<file path="config.mk">
export PLATFORM = sky130hd
export DESIGN_NAME = parity_xcvr
export DESIGN_NICKNAME = d
export VERILOG_FILES = /design/src/rtl/ptx_pkg.sv /design/src/rtl/ptx_dir_ctrl.sv /design/src/rtl/ptx_parity.sv /design/src/rtl/ptx_flag_latch.sv /design/src/rtl/parity_xcvr.sv
export SDC_FILE = /design/constraint.sdc
export NUM_CORES = 1
export LEC_CHECK = 0
export BUFFER_PORTS_ARGS = -buffer_cell sky130_fd_sc_hd__buf_2
export CAP_MARGIN = 40
export CORE_AREA = 4 4 41 43
export CTS_CLUSTER_SIZE = 30
export DETAILED_ROUTE_END_ITERATION = 10
export DIE_AREA = 0 0 45 47
export PLACE_DENSITY_LB_ADDON = 0.12
export SYNTH_ARGS = -nofsm -noshare
export SYNTH_HDL_FRONTEND = slang
export SYNTH_SLANG_ARGS = --single-unit
</file>
<file path="constraint.sdc">
create_clock -name clk -period 2.06 [get_ports clk]
set_input_delay 0.103 -clock clk [delete_from_list [all_inputs] [get_ports clk]]
set_output_delay 0.103 -clock clk [all_outputs]
set_load 0.1 [all_outputs]
</file>
<file path="src/rtl/ptx_pkg.sv">
package ptx_pkg;

    // Direction selected by the two active-low pad enables
    typedef enum logic [1:0] {
        DIR_OFF  = 2'b00,
        DIR_A2B  = 2'b01,
        DIR_B2A  = 2'b10,
        DIR_DIAG = 2'b11
    } dir_e;

    // Flag mode, encoded as {~flag_en_n, ~flag_clr_n}
    typedef enum logic [1:0] {
        FLG_STORE  = 2'b00,
        FLG_CLEAR  = 2'b01,
        FLG_SAMPLE = 2'b10,
        FLG_PASS   = 2'b11
    } flg_e;

    // Registered state of the flag block; flag = 1 means no error
    typedef struct packed {
        logic flag;
    } flag_st_t;

endpackage

</file>
<file path="src/rtl/ptx_dir_ctrl.sv">
module ptx_dir_ctrl
    import ptx_pkg::*;
#(
    parameter int WIDTH = 8
) (
    input  logic             oe_a_n,
    input  logic             oe_b_n,
    input  logic [WIDTH-1:0] a_in,
    input  logic [WIDTH-1:0] b_in,
    output dir_e             dir,
    output logic [WIDTH-1:0] a_out,
    output logic             a_oe,
    output logic [WIDTH-1:0] b_out,
    output logic             b_oe
);

    always_comb begin
        unique case ({oe_a_n, oe_b_n})
            2'b10:   dir = DIR_A2B;
            2'b01:   dir = DIR_B2A;
            2'b00:   dir = DIR_DIAG;
            default: dir = DIR_OFF;
        endcase
    end

    // The A side drives only when B is the source; in diagnostic mode A stays an input
    assign a_oe = (dir == DIR_B2A);
    assign b_oe = (dir == DIR_A2B) || (dir == DIR_DIAG);

    // Gate each lane so undriven pads present a quiet zero toward the pad ring
    for (genvar i = 0; i < WIDTH; i++) begin : g_lane
        assign a_out[i] = a_oe & b_in[i];
        assign b_out[i] = b_oe & a_in[i];
    end

endmodule

</file>
<file path="src/rtl/ptx_parity.sv">
module ptx_parity
    import ptx_pkg::*;
#(
    parameter int WIDTH = 8
) (
    input  dir_e             dir,
    input  logic [WIDTH-1:0] a_in,
    input  logic [WIDTH-1:0] b_in,
    input  logic             par_in,
    output logic             par_out,
    output logic             par_oe,
    output logic             chk_ok
);

    logic a_xor;
    logic b_xor;

    assign a_xor = ^a_in;
    assign b_xor = ^{b_in, par_in};

    always_comb begin
        par_out = 1'b0;
        par_oe  = 1'b0;
        chk_ok  = 1'b1;
        unique case (dir)
            DIR_A2B: begin
                par_oe  = 1'b1;
                par_out = ~a_xor;
            end
            DIR_DIAG: begin
                par_oe  = 1'b1;
                par_out = a_xor;
                chk_ok  = a_xor;
            end
            DIR_B2A: begin
                chk_ok  = b_xor;
            end
            default: begin
                chk_ok  = 1'b1;
            end
        endcase
    end

endmodule

</file>
<file path="src/rtl/ptx_flag_latch.sv">
module ptx_flag_latch
    import ptx_pkg::*;
(
    input  logic clk,
    input  logic rst_n,
    input  logic flag_en_n,
    input  logic flag_clr_n,
    input  logic chk_ok,
    output logic err_level
);

    flg_e     mode;
    flag_st_t st_d, st_q;
    logic     level;

    always_comb begin
        mode = flg_e'({~flag_en_n, ~flag_clr_n});
        unique case (mode)
            FLG_PASS:   level = chk_ok;
            FLG_SAMPLE: level = st_q.flag & chk_ok;
            FLG_CLEAR:  level = 1'b1;
            default:    level = st_q.flag;
        endcase
        st_d.flag = level;
    end

    always_ff @(posedge clk or negedge rst_n) begin
        if (!rst_n) st_q <= '{flag: 1'b1};
        else        st_q <= st_d;
    end

    assign err_level = level;


    sticky_hold_chk: assert property (@(posedge clk) disable iff (!rst_n)
        (!flag_en_n && flag_clr_n && !err_level) |=> (!(!flag_en_n && flag_clr_n) || !err_level));


    clear_release_chk: assert property (@(posedge clk) disable iff (!rst_n)
        (flag_en_n && !flag_clr_n) |-> err_level);


    store_hold_chk: assert property (@(posedge clk) disable iff (!rst_n)
        (flag_en_n && flag_clr_n) |=> (!(flag_en_n && flag_clr_n) || $stable(err_level)));

endmodule

</file>
<file path="src/rtl/parity_xcvr.sv">
module parity_xcvr
    import ptx_pkg::*;
#(
    parameter int WIDTH = 8
) (
    input  logic             clk,
    input  logic             rst_n,
    input  logic             oe_a_n,
    input  logic             oe_b_n,
    input  logic             flag_en_n,
    input  logic             flag_clr_n,
    input  logic [WIDTH-1:0] a_in,
    output logic [WIDTH-1:0] a_out,
    output logic             a_oe,
    input  logic [WIDTH-1:0] b_in,
    output logic [WIDTH-1:0] b_out,
    output logic             b_oe,
    input  logic             par_in,
    output logic             par_out,
    output logic             par_oe,
    output logic             err_pull_low
);

    dir_e dir;
    logic chk_ok;
    logic err_level;

    ptx_dir_ctrl #(.WIDTH(WIDTH)) u_dir (
        .oe_a_n (oe_a_n),
        .oe_b_n (oe_b_n),
        .a_in   (a_in),
        .b_in   (b_in),
        .dir    (dir),
        .a_out  (a_out),
        .a_oe   (a_oe),
        .b_out  (b_out),
        .b_oe   (b_oe)
    );

    ptx_parity #(.WIDTH(WIDTH)) u_par (
        .dir     (dir),
        .a_in    (a_in),
        .b_in    (b_in),
        .par_in  (par_in),
        .par_out (par_out),
        .par_oe  (par_oe),
        .chk_ok  (chk_ok)
    );

    ptx_flag_latch u_flag (
        .clk        (clk),
        .rst_n      (rst_n),
        .flag_en_n  (flag_en_n),
        .flag_clr_n (flag_clr_n),
        .chk_ok     (chk_ok),
        .err_level  (err_level)
    );

    // Open-drain style: request a pull-down only when the flag reports an error
    assign err_pull_low = ~err_level;


    released_all_off_chk: assert property (@(posedge clk) disable iff (!rst_n)
        (oe_a_n && oe_b_n) |-> (!a_oe && !b_oe && !par_oe));


    gen_odd_chk: assert property (@(posedge clk) disable iff (!rst_n)
        (oe_a_n && !oe_b_n) |-> (par_oe && (^{a_in, par_out}) == 1'b1));


    no_check_quiet_chk: assert property (@(posedge clk) disable iff (!rst_n)
        (oe_b_n == !oe_a_n && oe_a_n && !flag_en_n && !flag_clr_n) |-> !err_pull_low);

endmodule

</file>
==> flow_summary.json <==
{
  "power_w": 0.000374,
  "vias": 403,
  "peakVddDrop_v": 0.000391,
  "hold_class": "input port to asynchronous set/reset pin",
  "p_sw_w": 0.000257,
  "cts_hold_buf": 0,
  "synthTopCellsByCount": "11 x xnor2_1, 8 x and2_1, 8 x nor2b_1, 3 x xor2_1",
  "synth_async_sr_flop_share_pct": 100,
  "wl_um": 946,
  "finalCriticalPeriod_ns": 1.71,
  "cts_setup_buffers": 0,
  "netlist_area_um2": 323,
  "startpoint_type": "input port",
  "n_antenna_cell": 0,
  "grt.total_usage_pct": 7.98,
  "ios": 44,
  "clk_latency_ns": 0,
  "yosysMostFrequentCell": "xnor2_1",
  "drv_cap": 0,
  "critPathMaxFanout": 2,
  "slew_headroom_pct": 67.4,
  "path_common_cell": "buf_2",
  "status": "completed",
  "p_int_w": 0.000116,
  "yosys.area_share.adder_pct": 0,
  "syn_inst": 41,
  "ys_seq_area_share_pct": 8.14,
  "drcViolationCount": 0,
  "grt_pass1_wl_um": 1350,
  "final_nets": 108,
  "die_x_um": 45,
  "sw_frac_of_total_pct": 68.9,
  "yosysTopAreaCell": "xnor2_1",
  "grt_overflow": 0,
  "fin_skew_ns": 0,
  "nFillCells": 144,
  "initial_core_util_pct": 24.8,
  "post_cts_resized": 0,
  "row_count": 13,
  "grt_pass1_vias": 348,
  "critical_path.top_delay_family": "XOR/XNOR gates",
  "syn_avg_cell_area_um2": 7.87,
  "ys_ff_latch": 1,
  "area_growth_pct": 77.1,
  "critical_path.max_stage_delay_ns": 0.42,
  "hold_viol_final": 0,
  "synth_compound_area_share_pct": 7.36,
  "ys_warn_count": 0,
  "worstPathCellList": "buf_2 -> xor2_1 -> xnor3_1 -> xnor2_1 -> nor3_1 -> o22ai_2 -> buf_2",
  "path_buf_inv": 2,
  "synth_top_family_by_area": "XOR/XNOR gates",
  "synth_mux_area_share_pct": 0,
  "drt_first_pass_iters": 1,
  "p_comb_share_pct": 92.4,
  "synth_simple_gate_area_share_pct": 34.9,
  "grt_max_degree": 11,
  "slowest_stage": "xnor3_1",
  "pwr-share-clk_pct": 0,
  "place_ws_ns": 0.365,
  "p_seq_share_pct": 7.6,
  "vias_per_cell": 4.11,
  "syn-num-nets": 64,
  "ys.flop_type": "dfstp_2",
  "gp_congestion": 0.632,
  "ant_nets": 0,
  "worstPathRequired_ns": 1.96,
  "fp.dieH_um": 47,
  "drtIter0Drc": 0,
  "core_um2": 1300,
  "fin_ws_ns": 0.354,
  "critPathKind": "input port to output pin",
  "period_share_pct": 82.8,
  "port_buffers": 43,
  "crit_arrival_ns": 1.60,
  "yosysUniqueCellTypes": 13,
  "clock.fmax_ghz": 0.586,
  "yosys.area_share.xor_xnor_pct": 45.0,
  "synth_edf_count": 0,
  "power_leakage_nw": 0.321,
  "worstSetupEndpointType": "output pin",
  "antenna_found_initial": 0,
  "drive_gt1_share_pct": 63.9,
  "instances_no_fill": 98,
  "worst_slew_pin_slew_ns": 0.493,
  "synth_area_leaders": "xnor2_1 30%, and2_1 16%, nor2b_1 16%",
  "wl_per_cell_um": 9.65,
  "placed_cells": 98,
  "rsz0062_at_grt": "no",
  "maxSlewViolCount": 0,
  "die_area_um2": 2120,
  "tns_ns": 0,
  "synth_top_area_share_pct": 29.8,
  "clkTransAtPathRegs_ns": 0,
  "setup_viol": 0,
  "powerDensity_nw_per_um2": 654
}
==> layout make-up <==
class | count | area (um^2) | area share [%]
Multi-Input combinational cell | 37 | 304 | 53.2
Timing Repair Buffer | 43 | 215 | 37.6
Sequential cell | 1 | 26.3 | 4.60
Tap cell | 15 | 18.8 | 3.28
Inverter | 2 | 7.51 | 1.31
==> metrics by stage <==
| stage | utilization [%] | area (um^2) | hold slack, ns |
|---|---|---|---|
| 2_1_floorplan | - | 345 | -0.0448 |
| 6_report | 43.9 | 572 | 0.0390 |
| 4_1_cts | 43.9 | 572 | 0.0408 |
| 3_5_place_dp | 43.9 | 572 | 0.0404 |
| 5_1_grt | 43.9 | 572 | 0.0468 |
| 3_3_place_gp | 43.9 | 572 | 0.0359 |
==> power groups by stage <==
| stage | clock [W] | combinational, W | sequential [W] |
|---|---|---|---|
| 6_report | 0 | 0.000345 | 0.0000286 |
| 3_5_place_dp | 0 | 0.000347 | 0.0000286 |
| 5_1_grt | 0 | 0.000362 | 0.0000293 |
| 3_3_place_gp | 0 | 0.000347 | 0.0000285 |
| 2_1_floorplan | 0 | 0.000288 | 0.0000281 |
| 4_1_cts | 0 | 0.000349 | 0.0000286 |
==> worst paths after layout <==
path | slack (ns) | start | depth (start not counted) | end
max in group asynchronous | 2.00 | rst_n | 1 | asynchronous set/reset pin
min reg2reg | 0.55 | register | 1 | register
max | 0.35 | b_in[1] | 7 | err_pull_low
min in group clk | 0.44 | flag_clr_n | 3 | register
min | 0.04 | rst_n | 1 | asynchronous set/reset pin
max reg2reg | 1.36 | register | 1 | register
==> placed cells by master, fill, tap and decap left out <==
master	instances
a211o_1	1
and2_1	1
and2_2	7
buf_2	43
dfstp_2	1
inv_1	2
nor2_1	1
nor2_4	1
nor2b_1	8
nor3_1	1
o22a_1	1
o22ai_2	1
xnor2_1	11
xnor3_1	1
xor2_1	3
==> cell families after synthesis <==
family                 Yosys count
XOR/XNOR                        15
AND/OR/NAND/NOR                 19
AO/OA/AOI/OAI                    3
flip-flops                       1
buffers and inverters            3
==> routing by layer <==
metal	wire, um	vias to the layer above	global-route usage, %
met1	360	162	10.0
met4	0	0	0
met2	430	28	15.5
met3	155	0	0.766
li1	-	213	-
met5	0	-	0
Power figures use the tool's default switching activity.
